==> config.mk <==
export PLATFORM = sky130hd
export DESIGN_NAME = cfg_stream_decoder
export DESIGN_NICKNAME = d
export VERILOG_FILES = /design/src/rtl/cfgdec_pkg.sv /design/src/rtl/cfgdec_byte_rev.sv /design/src/rtl/cfgdec_classify.sv /design/src/rtl/cfg_stream_decoder.sv
export SDC_FILE = /design/constraint.sdc
export NUM_CORES = 1
export LEC_CHECK = 0
export BUFFER_PORTS_ARGS = -buffer_cell sky130_fd_sc_hd__buf_4
export CAP_MARGIN = 5
export CELL_PAD_IN_SITES_DETAIL_PLACEMENT = 0
export CELL_PAD_IN_SITES_GLOBAL_PLACEMENT = 1
export CORE_ASPECT_RATIO = 1.4
export CORE_UTILIZATION = 25
export DETAILED_ROUTE_END_ITERATION = 8
export PLACE_DENSITY = 0.63
export SLEW_MARGIN = 20
export SYNTH_ARGS = -nofsm -noshare
export SYNTH_HDL_FRONTEND = slang
export SYNTH_SLANG_ARGS = --single-unit
==> constraint.sdc <==
create_clock -name clk -period 7.22 [get_ports clk]
set_clock_uncertainty 0.05 [all_clocks]
set_input_delay 1.444 -clock clk [delete_from_list [all_inputs] [get_ports clk]]
set_output_delay 1.444 -clock clk [all_outputs]
set_load 0.005 [all_outputs]
==> src/rtl/cfgdec_pkg.sv <==
package cfgdec_pkg;
    localparam int WORD_W = 32;
    localparam int ADDR_W = 5;
    localparam int CNT_W  = 11;
    localparam int ID_W   = 28;

    localparam logic [WORD_W-1:0] PAD_WORD   = 32'hFFFF_FFFF;
    localparam logic [WORD_W-1:0] WIDTH_PAT  = 32'h0000_00BB;
    localparam logic [WORD_W-1:0] WIDTH_DET  = 32'h1122_0044;
    localparam logic [WORD_W-1:0] SYNC_WORD  = 32'hAA99_5566;
    localparam logic [WORD_W-1:0] NOOP_WORD  = 32'h2000_0000;
    localparam logic [WORD_W-1:0] RDREQ_WORD = 32'h2800_6000;

    localparam logic [ADDR_W-1:0] CMD_ADDR = 5'd4;
    localparam logic [ADDR_W-1:0] ID_ADDR  = 5'd12;
    localparam logic [WORD_W-1:0] CODE_CRC    = 32'd7;
    localparam logic [WORD_W-1:0] CODE_START  = 32'd5;
    localparam logic [WORD_W-1:0] CODE_DESYNC = 32'd13;

    typedef struct packed {
        logic pad;
        logic width_pat;
        logic width_det;
        logic sync;
        logic hdr;
        logic rdreq;
        logic noop;
    } word_class_t;

    typedef struct packed {
        logic              synced;
        logic              swap;
        logic              seen;
        logic [CNT_W-1:0]  remain;
        logic [ADDR_W-1:0] addr;
        logic [ID_W-1:0]   dev_id;
        logic              wr_valid;
        logic [ADDR_W-1:0] wr_addr;
        logic [WORD_W-1:0] wr_data;
        logic              rd_req;
        logic              crc_p;
        logic              start_p;
        logic              desync_p;
    } dec_state_t;
endpackage

==> src/rtl/cfgdec_byte_rev.sv <==
module cfgdec_byte_rev #(
    parameter int WORD_W = 32,
    parameter int LANE_W = 8
) (
    input  logic [WORD_W-1:0] word_i,
    output logic [WORD_W-1:0] word_o
);
    localparam int LANES = WORD_W / LANE_W;

    for (genvar b = 0; b < LANES; b++) begin : g_lane
        for (genvar i = 0; i < LANE_W; i++) begin : g_bit
            assign word_o[b*LANE_W + i] = word_i[b*LANE_W + LANE_W-1 - i];
        end
    end
endmodule

==> src/rtl/cfgdec_classify.sv <==
module cfgdec_classify
    import cfgdec_pkg::*;
(
    input  logic [WORD_W-1:0] word_i,
    output word_class_t       cls_o
);
    always_comb begin
        cls_o.pad       = (word_i == PAD_WORD);
        cls_o.width_pat = (word_i == WIDTH_PAT);
        cls_o.width_det = (word_i == WIDTH_DET);
        cls_o.sync      = (word_i == SYNC_WORD);
        cls_o.hdr       = (word_i[31:28] == 4'h3);
        cls_o.rdreq     = (word_i == RDREQ_WORD);
        cls_o.noop      = (word_i == NOOP_WORD);
    end
endmodule

==> src/rtl/cfg_stream_decoder.sv <==
module cfg_stream_decoder
    import cfgdec_pkg::*;
(
    input  logic              clk,
    input  logic              rst,
    input  logic              in_valid,
    output logic              in_ready,
    input  logic [WORD_W-1:0] in_word,
    output logic              wr_valid,
    output logic [ADDR_W-1:0] wr_addr,
    output logic [WORD_W-1:0] wr_data,
    output logic              rd_req,
    output logic              crc_reset,
    output logic              startup,
    output logic              desync,
    output logic [ID_W-1:0]   dev_id,
    output logic              synced,
    output logic              swapped
);
    dec_state_t  st_d, st_q;
    logic [WORD_W-1:0] raw_rev, eff_word;
    word_class_t cls_eff, cls_rev;
    logic accept;
    logic rev_pattern, eff_pattern;

    cfgdec_byte_rev #(.WORD_W(WORD_W), .LANE_W(8)) u_rev (
        .word_i(in_word),
        .word_o(raw_rev)
    );

    assign eff_word = st_q.swap ? raw_rev : in_word;

    cfgdec_classify u_cls_eff (.word_i(eff_word), .cls_o(cls_eff));
    cfgdec_classify u_cls_rev (.word_i(raw_rev),  .cls_o(cls_rev));

    assign in_ready    = ~rst;
    assign accept      = in_valid & in_ready;
    assign eff_pattern = cls_eff.width_pat | cls_eff.width_det | cls_eff.sync;
    assign rev_pattern = cls_rev.width_pat | cls_rev.width_det | cls_rev.sync;

    always_comb begin
        st_d          = st_q;
        st_d.wr_valid = 1'b0;
        st_d.rd_req   = 1'b0;
        st_d.crc_p    = 1'b0;
        st_d.start_p  = 1'b0;
        st_d.desync_p = 1'b0;
        if (accept && !cls_eff.pad) begin
            if (st_q.remain != '0) begin
                st_d.wr_valid = 1'b1;
                st_d.wr_addr  = st_q.addr;
                st_d.wr_data  = eff_word;
                st_d.remain   = st_q.remain - 1'b1;
                if (st_q.addr == ID_ADDR)
                    st_d.dev_id = eff_word[ID_W-1:0];
                if (st_q.addr == CMD_ADDR) begin
                    if (eff_word == CODE_CRC)   st_d.crc_p   = 1'b1;
                    if (eff_word == CODE_START) st_d.start_p = 1'b1;
                    if (eff_word == CODE_DESYNC) begin
                        st_d.desync_p = 1'b1;
                        st_d.synced   = 1'b0;
                        st_d.remain   = '0;
                    end
                end
            end else if (!st_q.synced) begin
                if (eff_pattern) begin
                    st_d.seen = 1'b1;
                    if (cls_eff.sync) st_d.synced = 1'b1;
                end else if (!st_q.seen && !st_q.swap && rev_pattern) begin
                    st_d.swap = 1'b1;
                    st_d.seen = 1'b1;
                    if (cls_rev.sync) st_d.synced = 1'b1;
                end
            end else begin
                if (cls_eff.hdr) begin
                    st_d.addr   = eff_word[17:13];
                    st_d.remain = eff_word[CNT_W-1:0];
                end else if (cls_eff.rdreq) begin
                    st_d.rd_req = 1'b1;
                end
            end
        end
    end

    always_ff @(posedge clk) begin
        if (rst) st_q <= '0;
        else     st_q <= st_d;
    end

    assign wr_valid  = st_q.wr_valid;
    assign wr_addr   = st_q.wr_addr;
    assign wr_data   = st_q.wr_data;
    assign rd_req    = st_q.rd_req;
    assign crc_reset = st_q.crc_p;
    assign startup   = st_q.start_p;
    assign desync    = st_q.desync_p;
    assign dev_id    = st_q.dev_id;
    assign synced    = st_q.synced;
    assign swapped   = st_q.swap;


    pad_ignored_chk: assert property (@(posedge clk) disable iff (rst)
        (accept && in_word == PAD_WORD) |=> (!wr_valid && !rd_req && $stable(st_q.remain)));


    strobe_needs_sync_chk: assert property (@(posedge clk) disable iff (rst)
        wr_valid |-> $past(st_q.synced));


    strobe_needs_count_chk: assert property (@(posedge clk) disable iff (rst)
        wr_valid |-> ($past(st_q.remain) != '0));


    one_cmd_pulse_chk: assert property (@(posedge clk) disable iff (rst)
        $onehot0({crc_reset, startup, desync}));


    desync_drops_sync_chk: assert property (@(posedge clk) disable iff (rst)
        desync |-> !synced);


    swap_sticky_chk: assert property (@(posedge clk) disable iff (rst)
        swapped |=> swapped);


    rdreq_no_write_chk: assert property (@(posedge clk) disable iff (rst)
        rd_req |-> !wr_valid);
endmodule

==> impl_metrics.csv, run 1 <==
group,metric,value,unit
grt,grt_antenna_before_repair,0,
min_path,hold_start,"st_q[86]",
clock_network,hold_buffers,0,
yosys,ys_ff_latch,89,
yosys,synth_area,0.00491,mm^2
routing,post_drt_via_cell_ratio,5.03,
floorplan,die_w,120,um
clock_network,cts_tree,"built",
grt,grt_pass1_vias,4309,
setup_path,cp_common_cell,"buf_4",
timing,rsz0062_at_grt,"no",
setup_path,start_kind,"input pin",
yosys,synth-compound-area-share,0.196,
power,p_leak,0.00198,uW
routing,routed_wl,16.1,mm
place,place.gp.congestion,0.863,
setup_path,crit-reg2reg-launch,"swapped",
final_layout,antennaDiodeCount,0,
routing,dr.pass1.iters,4,
setup_path,path_delay_family,"buffers and inverters",
routing,drc,0,
power,irDropWorstVdd,0.106,mV
final_layout,drive_gt1_frac,0.234,
setup_path,arrival,2680,ps
timing,setup_tns,0,ps
yosys,ys_seq_area_frac,0.363,
floorplan,core_area,0.0192,mm^2
routing,drt-wirelength-per-cell,18.7,um
clock_network,cts.path.max_buffers,2,
setup_path,end_kind,"output port",
place,hpwl,12.0,mm
grt,grt_max_degree,86,
timing,max_freq,0.240,GHz
outcome,status,"finished, final reports clean",
place,pre_cts_slack,3040,ps
timing,worst_slack,3050,ps
final_layout,nNetsFinal,641,
yosys,synth_edf_count,0,
yosys,syn_nets,623,
yosys,synth_xor_area_frac,0,
clock_network,clkTransAtPathRegs,70,ps
clock_network,clk_latency,350,ps
yosys,synth_cell_types,59,
min_path,worstHoldPathType,"reg -> reg",
clock_network,cts-resized-gates,0,
yosys,yosys.area_share.simple,0.225,
yosys,ys.flop_type,"dfxtp_1",
yosys,yosysWarningCount,0,
timing,finalCritPeriodShare,0.578,
job,maxCapViolCount,0,
final_layout,utilization,0.295,
timing,worstMarginPinSlew,980,ps
setup_path,path_cells,"buf_4, inv_1, buf_4",
floorplan,dieArea,0.0202,mm^2
final_layout,area_delta_synth_final,15.5,%
setup_path,cp_max_fo,85,
floorplan,fp.dieH,168,um
floorplan,pin_count,108,
routing,postRouteAntennaNets,0,
setup_path,crit_buf_inv,3,
yosys,syn_area_per_cell,8.37,um^2
clock_network,cts_max_level,3,
place,port_buffers,107,
setup_path,max_stage_delay,680,ps
power,p_per_area,317,mW/mm^2
setup_path,setup.worst_path.start,"rst",
grt,overflow,0,
timing,setup_viol,0,
setup_path,worst_ep_required_time,5730,ps
yosys,synthMuxAreaShare,0.0637,
grt,grt.total_usage,0.160,
timing,slew_viol_final,0,
timing,hold_violations,0,
yosys,synthCells,587,
yosys,async_reset_ff_frac,0,
clock_network,post_cts_buffers,0,
setup_path,crit_type,"in -> out",
routing,drtIter0Drc,340,
routing,vias,4317,
floorplan,fp-row-count,60,
clock_network,cts_buffers,9,
grt,grt_pass1_wl,24.6,mm
clock_network,cts_root_buffer,"clkbuf_16",
timing,slew_headroom,0.341,
yosys,synthAdderAreaFrac,0.00255,
floorplan,start_util,0.256,
timing,min_period,4170,ps
clock_network,cts_sinks,89,
yosys,synth_top_family_by_area,"simple AND/OR/NAND/NOR gates",
setup_path,critPathSlowestCell,"buf_4",
-- synth_stat cells (3+ instances only) --
library cell	number	share of area
a211oi_1	64	0.098
a21o_1	3	0.0046
a21oi_1	23	0.023
and4_1	5	0.0089
and4b_1	3	0.0061
buf_2	9	0.0092
buf_4	66	0.10
buf_6	7	0.016
clkbuf_1	21	0.016
dfxtp_1	89	0.36
inv_1	7	0.0053
mux2i_1	29	0.059
nand2_1	30	0.023
nand2b_1	5	0.0064
nand3_1	10	0.010
nand3b_1	3	0.0046
nand4_1	7	0.0089
nor2_1	87	0.066
nor2b_1	5	0.0064
nor3_1	20	0.020
nor4_1	14	0.018
nor4b_1	3	0.0053
o21ai_0	16	0.016
o22ai_1	3	0.0038
o2bb2ai_1	4	0.0071
o32ai_1	3	0.0053
or3_1	7	0.0089
or4_1	3	0.0046
-- path summary, 6_finish.rpt --
check             depth (start not counted)       end  slack (ps)
setup / recovery                          3  in_ready        3050
hold / removal                            1  st_q[86]         420
setup reg to reg                          8  st_q[75]        3500
hold reg to reg                           1  st_q[86]         420
-- state kept, by name, indices dropped and copies added (netlist names), 5 cells and up --
signal,cells
wr_data,32
dev_id,28
st_q,17
wr_addr,5
-- placed cells by master (no fill, tap or decap), types with 2 or more instances in the layout --
cell type / count
nand2_1: 30
o21ai_0: 16
or3b_2: 2
mux2i_1: 29
and3_1: 2
clkbuf_16: 9
o22ai_1: 3
nand3b_1: 3
nor3b_1: 2
and4_1: 5
o2bb2ai_1: 4
a21oi_1: 23
nand4_1: 7
nor4b_1: 3
o32ai_1: 3
nor3_1: 19
nor2b_1: 5
nor4_1: 14
a21boi_0: 2
buf_4: 111
and2_1: 2
nand3_1: 10
a211oi_1: 64
a21o_1: 3
inv_6: 2
o32a_1: 2
dfxtp_1: 88
a22oi_1: 2
nor2_1: 87
and4b_1: 3
inv_1: 7
or3_1: 7
o2111ai_1: 2
a31oi_1: 2
or4_1: 3
nand2b_1: 5
mux2_2: 2
-- cell families after synthesis --
group	after synthesis
DFF	89
adders and majority gates	1
muxes	31
AOI/OAI and AO/OA	137
and+or+nand+nor	216
buffers and inverters	113
-- per-stage QoR --
| step | total power [uW] | area [um^2] | hold WS, ps | instances |
|---|---|---|---|---|
| floorplan | 1180 | 4910 | 383 | 587 |
| global placement | 1310 | 5360 | 406 | 842 |
| detailed placement | 1320 | 5360 | 400 | 842 |
| CTS | 1820 | 5670 | 422 | 858 |
| global route | 1930 | 5670 | 445 | 858 |
| finish | 1800 | 5670 | 423 | 858 |
-- per-layer routing --
layer  global-route usage  part of all wire  wire [um]  vias up
met2                0.291              0.52       8280      124
met3               0.0257             0.045        723       27
met4               0.0698             0.029        460        0
met1                0.182              0.41       6580     2049
met5                    0                 0          0        -
li1                     -                 -          -     2117
-- power breakdown --
group | switching (uW) | total [uW] | internal (uW)
Combinational | 366 | 658 | 292
Sequential | 67.0 | 645 | 578
Clock | 219 | 495 | 276
-- final cells by class --
| class | instances | area, um^2 |
|---|---|---|
| fill | 2108 | 13500 |
| multi-input combinational | 385 | 2400 |
| sequential | 89 | 1780 |
| timing repair buffer | 111 | 833 |
| tap | 248 | 310 |
| clock buffer | 9 | 225 |
| clock inverter | 7 | 87.6 |
| inverter | 9 | 36.3 |
Note: power is estimated with default switching activity, not from simulation.
==> run 2, diff against run 1 <==
clock period = 3.9 ns   (was 7.22 ns; I/O delays follow)
==> impl_metrics.csv, run 2 (synthesis gave the netlist of run 1 again) <==
group,metric,value,unit
power,p_leak,0.00204,uW
routing,drc,0,
clock_network,cts_root_buffer,"clkbuf_16",
final_layout,multi_input_area,0.00240,mm^2
grt,grtUsageMet1,0.186,
floorplan,fp-row-count,60,
clock_network,clk_latency,350,ps
power,irDropWorstVdd,0.246,mV
clock_network,cts_max_level,3,
power,pwr-share-clk,0.276,
grt,grt_max_degree,85,
setup_path,path_delay_family,"simple AND/OR/NAND/NOR gates",
setup_path,end_kind,"flop",
timing,hold_violations,0,
final_layout,nNetsFinal,654,
job,maxCapViolCount,0,
floorplan,dieArea,0.0202,mm^2
grt,overflow,0,
timing,finalCritPeriodShare,0.777,
timing,setup_viol,0,
setup_path,cp_common_cell,"nor2_1",
final_layout,seq_area,0.00178,mm^2
routing,vias,4382,
clock_network,cts_sinks,89,
grt,grt_pass1_wl,25.1,mm
timing,whs,409,ps
place,place.gp.congestion,0.844,
timing,min_period,3030,ps
clock_network,cts.path.max_buffers,2,
grt,grt_use_met2,0.297,
grt,grt.total_usage,0.164,
setup_path,critPathSlowestCell,"nor2_1",
outcome,status,"finished, final reports clean",
timing,max_freq,0.330,GHz
setup_path,crit_type,"reg -> reg",
routing,drtIter0Drc,292,
grt,grt_antenna_before_repair,0,
min_path,worstHoldPathType,"reg -> reg",
setup_path,cp_max_fo,11,
power,p_sw,1220,uW
setup_path,crit_buf_inv,1,
floorplan,core_area,0.0192,mm^2
clock_network,cts_buffers,9,
final_layout,utilization,0.300,
timing,worstMarginPinSlew,917,ps
clock_network,post_cts_buffers,0,
routing,post_drt_via_cell_ratio,5.03,
final_layout,area_delta_synth_final,17.5,%
timing,rsz0062_at_grt,"no",
grt,grt.busiest_layer,"met2",
power,p_per_area,584,mW/mm^2
clock_network,cts_tree,"built",
timing,setup_tns,0,ps
grt,grt_pass1_vias,4281,
timing,slew_headroom,0.389,
final_layout,antennaDiodeCount,0,
final_layout,final_common_cell,"buf_4",
floorplan,start_util,0.256,
floorplan,pin_count,108,
clock_network,clkTransAtPathRegs,70,ps
power,pwr-share-seq,0.352,
setup_path,path_cells,"inv_1, ha_1, or4b_4, or4_4, nor4_4, nand2_1, nor2_1, nor2_1, a211oi_1",
power,switching_share,0.361,
grt,use_met3,0.0281,
final_layout,largest_reg_flops,32,
setup_path,worst_ep_required_time,4100,ps
clock_network,hold_buffers,0,
power,p_int,2150,uW
final_layout,drive_gt1_frac,0.250,
place,hpwl,12.6,mm
routing,dr.pass1.iters,5,
floorplan,die_w,120,um
power,comb_power_share,0.373,
setup_path,max_stage_delay,610,ps
clock_network,cts-resized-gates,0,
routing,drt-wirelength-per-cell,19.0,um
final_layout,n_fill_cell,2123,
timing,slew_viol_final,0,
setup_path,arrival,3230,ps
routing,routed_wl,16.6,mm
final_layout,layout_common_cells,"124 x buf_4, 88 x dfxtp_1, 87 x nor2_1, 64 x a211oi_1, 30 x nand2_1",
setup_path,start_kind,"flop",
floorplan,fp.dieH,168,um
routing,postRouteAntennaNets,0,
place,port_buffers,107,
## run 2: cell types whose count changed in the layout (fill, tap and decap cells not counted)
cell and change:
buf_4 +13
## run 2: layer usage
| layer | up-vias | wire [um] |
|---|---|---|
| li1 | 2143 | - |
| met1 | 2075 | 6590 |
| met2 | 137 | 8630 |
| met3 | 27 | 804 |
| met4 | 0 | 530 |
| met5 | - | 0 |
## run 2: layout make-up
type / instances / share of cell area
clock inverter: 7 / 0.0152
sequential: 89 / 0.309
timing repair buffer: 124 / 0.161
clock buffer: 9 / 0.0390
tap: 248 / 0.0538
multi-input combinational: 385 / 0.416
inverter: 9 / 0.00629
## run 2: worst min-delay path: cells and delay by family, from the launching register on
| family | cells | cell delay, ps |
|---|---|---|
| AO/OA/AOI/OAI | 1 | 50 |
| flip-flops | 1 | 310 |
| AND/OR/NAND/NOR | 1 | 50 |
## run 2: final timing paths
kind,startpoint,slack (ps),endpoint,depth (start not counted)
hold / removal,wr_addr[0],410,wr_addr[0],2
hold reg to reg,wr_addr[0],410,wr_addr[0],2
setup reg to reg,st_q[75],870,st_q[73],9
setup / recovery,st_q[75],870,st_q[73],9
## run 2: power by group through the flow
stage	Sequential, uW	Clock (uW)	Combinational (uW)
global placement	1200	0	1250
floorplan	1170	0	1020
detailed placement	1210	0	1270
global route	1210	984	1410
CTS	1190	954	1270
finish	1190	928	1260
## run 2: per-stage QoR
stage | total power [uW] | cell area, um^2 | instances | setup slack (ps)
finish | 3370 | 5770 | 871 | 869
CTS | 3410 | 5770 | 871 | 895
global placement | 2450 | 5460 | 855 | 632
floorplan | 2180 | 4910 | 587 | 910
detailed placement | 2470 | 5460 | 855 | 639
global route | 3600 | 5770 | 871 | 640
==> run 3, diff against run 2 <==
PLACE_DENSITY = 0.65   (was 0.63)
clock period = 2.7 ns   (was 3.9 ns; I/O delays follow)
==> impl_metrics.csv, run 3 (synthesis gave the netlist of run 1 again) <==
group,metric,value,unit
timing,setup_viol,0,
clock_network,cts.path.max_buffers,2,
setup_path,crit_buf_inv,0,
final_layout,instances_no_fill,935,
setup_path,start_kind,"flop",
clock_network,cts_tree,"built",
timing,slew_viol_final,0,
power,irDropWorstVdd,0.351,mV
routing,vias,4572,
final_layout,final_common_cell,"buf_4",
timing,min_period,2610,ps
timing,finalCritPeriodShare,0.968,
clock_network,cts_max_level,3,
setup_path,arrival,2750,ps
routing,drt-wirelength-per-cell,18.0,um
floorplan,fp.dieH,168,um
floorplan,fp-row-count,60,
setup_path,cp_max_fo,11,
final_layout,seq_area,0.00179,mm^2
grt,overflow,0,
floorplan,pin_count,108,
routing,drc,0,
routing,routed_wl,16.9,mm
grt,grt_antenna_before_repair,0,
timing,whs,416,ps
place,placed_cells,914,
power,p_leak,0.00238,uW
setup_path,path_delay_family,"simple AND/OR/NAND/NOR gates",
final_layout,multi_input_area,0.00247,mm^2
routing,dr.pass1.iters,4,
grt,grt.total_usage,0.165,
power,p_per_area,819,mW/mm^2
floorplan,start_util,0.256,
final_layout,drive_gt1_frac,0.339,
grt,grt_pass1_vias,4423,
timing,hold_violations,0,
min_path,worstHoldPathType,"reg -> reg",
setup_path,critPathSlowestCell,"or4_4",
routing,postRouteAntennaNets,0,
job,maxCapViolCount,0,
grt,grt_max_degree,85,
clock_network,cts_sinks,89,
timing,worstMarginPinSlew,904,ps
outcome,status,"finished, final reports clean",
final_layout,utilization,0.332,
place,place.gp.congestion,0.886,
final_layout,area_delta_synth_final,29.9,%
final_layout,nNetsFinal,718,
setup_path,max_stage_delay,580,ps
timing,rsz0062_at_grt,"yes",
timing,slew_headroom,0.397,
place,port_buffers,107,
final_layout,largest_reg_flops,32,
floorplan,die_w,120,um
setup_path,crit_type,"reg -> reg",
final_layout,n_fill_cell,2038,
routing,drtIter0Drc,256,
grt,grt_pass1_wl,25.5,mm
final_layout,antennaDiodeCount,0,
timing,max_freq,0.383,GHz
setup_path,end_kind,"flop",
place,hpwl,13.2,mm
routing,post_drt_via_cell_ratio,4.89,
floorplan,dieArea,0.0202,mm^2
setup_path,worst_ep_required_time,2840,ps
final_layout,layout_common_cells,"181 x buf_4, 88 x dfxtp_1, 85 x nor2_1, 64 x a211oi_1, 29 x nand2_1",
clock_network,cts_buffers,9,
clock_network,clk_latency,350,ps
clock_network,cts_root_buffer,"clkbuf_16",
clock_network,clkTransAtPathRegs,70,ps
floorplan,core_area,0.0192,mm^2
setup_path,path_cells,"mux2i_4, o2111ai_1, or4_4, or3b_4, o21a_1, a211oi_2, a211oi_1",
[run 3: path summary, 6_finish.rpt]
check                                start  cells past startpoint    endpoint  slack, ps
worst min register to register  wr_addr[1]                      2  wr_addr[1]        420
worst min-delay path            wr_addr[1]                      2  wr_addr[1]        420
worst max register to register     swapped                      7    st_q[75]         90
worst max-delay path               swapped                      7    st_q[75]         90
[run 3: final cells by class]
type / count / share of cell area
Timing Repair Buffer: 188 / 0.232
Sequential cell: 89 / 0.280
Clock inverter: 7 / 0.0112
Inverter: 9 / 0.00569
Multi-Input combinational cell: 385 / 0.387
Tap cell: 248 / 0.0486
Clock buffer: 9 / 0.0353
[run 3: worst min-delay path: cells and delay by family (launching register included)]
family | cells | cell delay, ps
DFF | 1 | 310
and+or+nand+nor | 1 | 50
AOI/OAI and AO/OA | 1 | 50
[run 3: timing repair]
action                     in CTS  in global routing
hold buffers                    0                  0
setup endpoints to repair      34                 50
cloned                          0                  0
gates resized for setup         4                 16
buffers inserted                0                  5
pin swaps                       0                  1
hold endpoints to repair        0                  0
[run 3: stage by stage]
step / worst slack, ps / setup TNS [ps] / total power (uW) / cell area, um^2
6_report: 86.6 / 0 / 5230 / 6380
5_1_grt: -33.5 / -135 / 5590 / 6380
4_1_cts: 6.40 / 0 / 5130 / 6280
3_5_place_dp: -235 / -2540 / 3850 / 5970
3_3_place_gp: -224 / -1970 / 3810 / 5970
2_1_floorplan: 23.7 / 0 / 3150 / 4920
[run 3: layer usage]
metal | wire length (um) | up-vias | track usage
li1 | - | 2273 | -
met1 | 6910 | 2149 | 0.188
met4 | 431 | 0 | 0.0687
met3 | 685 | 24 | 0.0244
met5 | 0 | - | 0
met2 | 8840 | 126 | 0.303
[run 3: where the power goes]
| part | switching (uW) | internal [uW] | leakage, uW |
|---|---|---|---|
| clock network | 591 | 650 | 0.000139 |
| logic | 1110 | 1160 | 0.00151 |
| registers | 174 | 1540 | 0.000724 |
| total | 1870 | 3350 | 0.00238 |
